[src/rtl/flash_cs_decode.sv]
module flash_cs_decode #(
  parameter int AW       = 27,
  parameter int EW       = 5,
  parameter int MAX_EXP3 = 24,
  parameter int MAX_EXP4 = 26
) (
  input  logic          clk,
  input  logic          rst_n,
  input  logic          in_valid,
  input  logic [AW-1:0] in_addr,
  input  logic [EW-1:0] dens_exp0,
  input  logic [EW-1:0] dens_exp1,
  input  logic          wide_addr0,
  input  logic          wide_addr1,
  input  logic          out_ready,
  output logic          in_ready,
  output logic          out_valid,
  output logic [1:0]    cs_n,
  output logic          cs_sel,
  output logic [AW-1:0] local_addr,
  output logic [2:0]    addr_bytes,
  output logic          out_of_range
);

  localparam logic [EW-1:0] CAP3 = EW'(MAX_EXP3);
  localparam logic [EW-1:0] CAP4 = EW'(MAX_EXP4);

  function automatic logic [EW-1:0] clamp_exp(input logic [EW-1:0] e, input logic wide);
    logic [EW-1:0] cap;
    cap = wide ? CAP4 : CAP3;
    return (e > cap) ? cap : e;
  endfunction

  logic [EW-1:0] e0, e1;
  logic [AW-1:0] base1, off1;
  logic          hit0, hit1, sel_wide;

  assign e0       = clamp_exp(dens_exp0, wide_addr0);
  assign e1       = clamp_exp(dens_exp1, wide_addr1);
  assign base1    = AW'(1) << e0;
  assign off1     = in_addr - base1;
  assign hit0     = (in_addr >> e0) == '0;
  assign hit1     = !hit0 && ((off1 >> e1) == '0);
  assign sel_wide = hit0 ? wide_addr0 : wide_addr1;

  assign in_ready = !out_valid || out_ready;

  always_ff @(posedge clk) begin
    if (!rst_n) begin
      out_valid    <= 1'b0;
      cs_sel       <= 1'b0;
      local_addr   <= '0;
      addr_bytes   <= 3'd0;
      out_of_range <= 1'b0;
    end else if (in_ready) begin
      out_valid <= in_valid;
      if (in_valid) begin
        out_of_range <= !(hit0 || hit1);
        cs_sel       <= hit1;
        local_addr   <= hit0 ? in_addr : (hit1 ? off1 : '0);
        addr_bytes   <= (hit0 || hit1) ? (sel_wide ? 3'd4 : 3'd3) : 3'd0;
      end
    end
  end

  assign cs_n = (out_valid && !out_of_range) ? (cs_sel ? 2'b01 : 2'b10) : 2'b11;

endmodule


[config.mk]
export PLATFORM = sky130hd
export DESIGN_NAME = flash_cs_decode
export DESIGN_NICKNAME = d
export VERILOG_FILES = /design/src/rtl/flash_cs_decode.sv
export SDC_FILE = /design/constraint.sdc
export NUM_CORES = 1
export LEC_CHECK = 0
export BUFFER_PORTS_ARGS = -buffer_cell sky130_fd_sc_hd__buf_2
export CAP_MARGIN = 20
export CORE_ASPECT_RATIO = 0.9
export CORE_UTILIZATION = 50
export CTS_BUF_LIST = sky130_fd_sc_hd__clkbuf_8 sky130_fd_sc_hd__clkbuf_16
export CTS_CLUSTER_SIZE = 28
export DETAILED_ROUTE_END_ITERATION = 6
export GPL_TIMING_DRIVEN = 0
export PLACE_DENSITY_LB_ADDON = 0.3
export SLEW_MARGIN = 15
export SYNTH_ARGS = -nofsm -noshare
export SYNTH_HDL_FRONTEND = slang
export SYNTH_SLANG_ARGS = --single-unit
[constraint.sdc]
create_clock -name clk -period 8.3 [get_ports clk]
set_clock_uncertainty 0.15 [all_clocks]
set_input_delay 0.83 -clock clk [delete_from_list [all_inputs] [get_ports clk]]
set_output_delay 0.83 -clock clk [all_outputs]
set_load 0.005 [all_outputs]
==> parameters.txt <==
Parameter                              Value

Outcome
  Status    finished clean

Timing
  Worst slew margin    42.0%
  Post-Route Setup TNS    0 ns
  Min Clock Period, post-route    7.55 ns
  Achievable clock frequency    0.133 GHz
  Worst-Margin Slew    0.863 ns
  Post-route clock period utilization    90.9%
  Total of endpoints with negative setup slack in the final report    0
  RSZ-0062 raised after global routing    no
  Post-route worst setup slack    0.754 ns
  Final hold vios    0
  Final Slew Violations    0

Route
  Total number of vias    6,423
  Total Wirelength    20,000 um
  First-iteration detailed-routing DRC count    808
  DR pass1 iterations    5
  Average wire per cell in the routed design    21.2 um
  Vias per inst    6.81
  Final routed DRC violation total    0
  Routed Antenna Nets    0

Synthesis
  Count leader, synth    sky130_fd_sc_hd__nand2_1
  Fraction of post-synthesis cell area in the top cell type by area    12.6%
  Synthesized netlist cell count    734
  #FFs+latches synth    32
  Syn_area_per_cell    6.92 um^2
  Asr flop ratio synth    0%
  Distinct cells, synth    81
  Number of synthesized flops with an enable pin    0
  Share of synthesized area occupied by flip-flops and latches    12.6%
  Commonest cells in the netlist    sky130_fd_sc_hd__nand2_1, sky130_fd_sc_hd__a21oi_1, sky130_fd_sc_hd__nor2_1
  Ranking of synthesized cells by area    sky130_fd_sc_hd__dfxtp_1, sky130_fd_sc_hd__nand2_1, sky130_fd_sc_hd__ha_1
  Total standard cell area after synthesis    5080 um^2
  Synthesized Nets    806
  Main flop type after synthesis    sky130_fd_sc_hd__dfxtp_1
  Synth warnings    0
  Cell taking the most area after synthesis    sky130_fd_sc_hd__dfxtp_1

Critical path
  Data arrival at the endpoint of the critical path    7.62 ns
  Delay of the slowest cell on the worst path    0.60 ns
  Setup slack of the most critical reg-to-reg path    6.01 ns
  CP max FO    10
  CP dominant cell by count    sky130_fd_sc_hd__buf_2
  Startpoint of the lowest-slack register-to-register path    out_valid
  Critical path, cell by cell    buf_2, inv_1, ha_1, nor2b_2, o21a_1, o21ai_1, nand2_1, nor2_1, nand2_1, ha_1, a21oi_1, o21ai_0, a211oi_1, a21oi_1, nor3_1, xnor2_1, o221ai_1, or3b_1, or4b_1, buf_2, buf_2, nor3b_1, o221a_2
  Reg-to-Reg End    local_addr[15]
  Kind of start point of the critical path    primary input
  CP endpoint kind    flip-flop
  Worst Path Class, Setup    primary input to flip-flop
  Master of the slowest instance on the critical path    sky130_fd_sc_hd__nor2_1
  Number of cells on the worst reg-to-reg path    7
  Required time at the worst-slack endpoint    8.37 ns

CTS
  Number of clock buffers inserted by TritonCTS    5
  Clock tree from TritonCTS    done
  Number of gates resized after cts    0
  Count of clock tree sinks    32
  Worst-case clock buffer depth    2
  Number of buffers inserted by post-CTS setup repair    0
  CTS hold repair buffers    0
  Clock insertion delay at the later pin of the skew report    0.28 ns
  Number of H-tree branching levels    2
  Post-CTS clock slew at the launch and capture registers of the worst setup and hold paths    0.05 ns
  CTS root buffer    sky130_fd_sc_hd__clkbuf_16

Placed design
  Sum of net half-perimeters after detailed placement    15,700 um
  Final weighted congestion of routability-driven global placement    1.01
  Dpl ws    0.704 ns
  Count of buffers from port buffering    75

Worst hold path
  Hold Crit Class    flip-flop to flip-flop
  Hold path cells    2
  Hold_sp    cs_sel
  Sink of the worst hold path    cs_sel

Floorplanning
  Placeable Area    9780 um^2
  Overall die area    10,600 um^2
  Std cell rows    34
  Floorplan die width    108 um
  Effective utilization at floorplan    51.9%
  Boundary Pins    79
  Die outline height    97.6 um

Global routing
  Largest net degree at the start of global routing    11
  Global-route wire length before repair    30,900 um
  Total congestion overflow    0
  Overall global routing resource usage    37.5%
  Vias in the first global route    5,766
  Antenna violations before repair    1

Final layout
  Count of filler cells inserted in the layout    976
  Nets    888
  Diode count    0
  Syn-to-layout area delta    13.7%
  Fraction of layout instances using a drive strength above 1    15.8%

Run
  Max Cap Viol    0

Power and ir drop
  Internal power    0.430 mW
  Power per Cell Area    126 nW/um^2
  Seq pwr share    23.4%
  Fraction of power consumed by combinational cells    48.1%
  Maximum vdd ir drop    0.0859 mV
  Switching power    0.298 mW
  Leakage power of the design    2.36 nW
  Part of the total power dissipated in the clock network    28.5%
  Switching part of the total power    40.9%
## state kept, by name, summed over array words and instances (netlist names)
signal,flops
out_of_range,1
out_valid,1
local_addr,27
addr_bytes,2
cs_sel,1
## worst max-delay path, delay by kind of cell
family,cells,cell delay [ns]
AND/OR/NAND/NOR,8,2.69
AO/OA/AOI/OAI,8,2.46
adder cells (fa/ha/maj),2,0.72
buffers and inverters,4,0.65
XOR/XNOR,1,0.27
## per-layer routing
layer  up-vias  global-route usage (%)  share of wire (%)
met5         -                       0                  0
met4         0                    12.6                3.9
met3        58                    6.44                 11
met2       390                    58.2                 43
met1      3012                    51.8                 41
li1       2963                       -                  -
## metrics by stage
step / instance area [um^2] / power (mW) / utilization (%) / cells / hold WS, ns
finish: 5770 / 0.727 / 59.0 / 943 / 0.355
floorplan: 5080 / 0.401 / - / 734 / 0.334
CTS: 5770 / 0.714 / 59.0 / 943 / 0.361
detailed placement: 5610 / 0.508 / 57.3 / 935 / 0.352
global placement: 5610 / 0.503 / 57.3 / 935 / 0.341
global route: 5770 / 0.763 / 59.0 / 943 / 0.402
## area by class of cell
type	count	area, um^2	area share (%)
buffer	45	214	3.71
clock buffer	5	125	2.17
tap	126	158	2.73
sequential	32	641	11.1
timing repair buffer	75	375	6.50
multi-input combinational	632	4130	71.5
inverter	25	93.8	1.63
clock inverter	3	38.8	0.672
## cell usage in the layout, fill, tap and decap left out, types with 7 or more instances in the layout
cell                         n
sky130_fd_sc_hd__clkbuf_1   26
sky130_fd_sc_hd__a211oi_1   15
sky130_fd_sc_hd__nor2_1     53
sky130_fd_sc_hd__nand3_1    20
sky130_fd_sc_hd__o21ai_0    47
sky130_fd_sc_hd__nand2_1   103
sky130_fd_sc_hd__ha_1       28
sky130_fd_sc_hd__nor2b_1     7
sky130_fd_sc_hd__a22oi_1     8
sky130_fd_sc_hd__mux2i_1    15
sky130_fd_sc_hd__xnor2_1     8
sky130_fd_sc_hd__a21oi_1    64
sky130_fd_sc_hd__o21a_1      8
sky130_fd_sc_hd__o211ai_1    8
sky130_fd_sc_hd__inv_1      26
sky130_fd_sc_hd__o31ai_1     7
sky130_fd_sc_hd__o221a_2     9
sky130_fd_sc_hd__or3_1       9
sky130_fd_sc_hd__o21ai_1     9
sky130_fd_sc_hd__nor3_1     27
sky130_fd_sc_hd__buf_2      87
sky130_fd_sc_hd__dfxtp_1    32
sky130_fd_sc_hd__o31a_1     13
sky130_fd_sc_hd__a21o_1     13
sky130_fd_sc_hd__nand4_1    13
sky130_fd_sc_hd__nor3b_1    15
sky130_fd_sc_hd__xor2_1      7
## cell families (layout without fill, tap and decap cells)
group	count (synthesis)	count (layout)	synth area share, %
mux	20	20	4.51
compound gates	281	281	39.0
flops	32	32	12.6
fa+ha+maj	29	29	7.29
simple gates	286	286	27.6
buf+inv	70	153	6.06
xor+xnor	16	16	2.91
## power by group through the flow
| stage | Clock, mW | Combinational [mW] | Sequential, mW |
|---|---|---|---|
| 2_1_floorplan | 0 | 0.228 | 0.174 |
| 3_3_place_gp | 0 | 0.331 | 0.173 |
| 3_5_place_dp | 0 | 0.335 | 0.173 |
| 4_1_cts | 0.207 | 0.338 | 0.170 |
| 5_1_grt | 0.216 | 0.376 | 0.171 |
| 6_report | 0.207 | 0.350 | 0.170 |
## worst max path at each step
stage                  from            end
4_1_cts        dens_exp0[1]  local_addr[9]
6_report       dens_exp0[1]  local_addr[9]
5_1_grt        dens_exp0[1]  local_addr[9]
3_3_place_gp   dens_exp0[1]  local_addr[1]
2_1_floorplan  dens_exp0[1]  local_addr[2]
3_5_place_dp   dens_exp0[1]  local_addr[9]
Power figures use the tool's default switching activity.
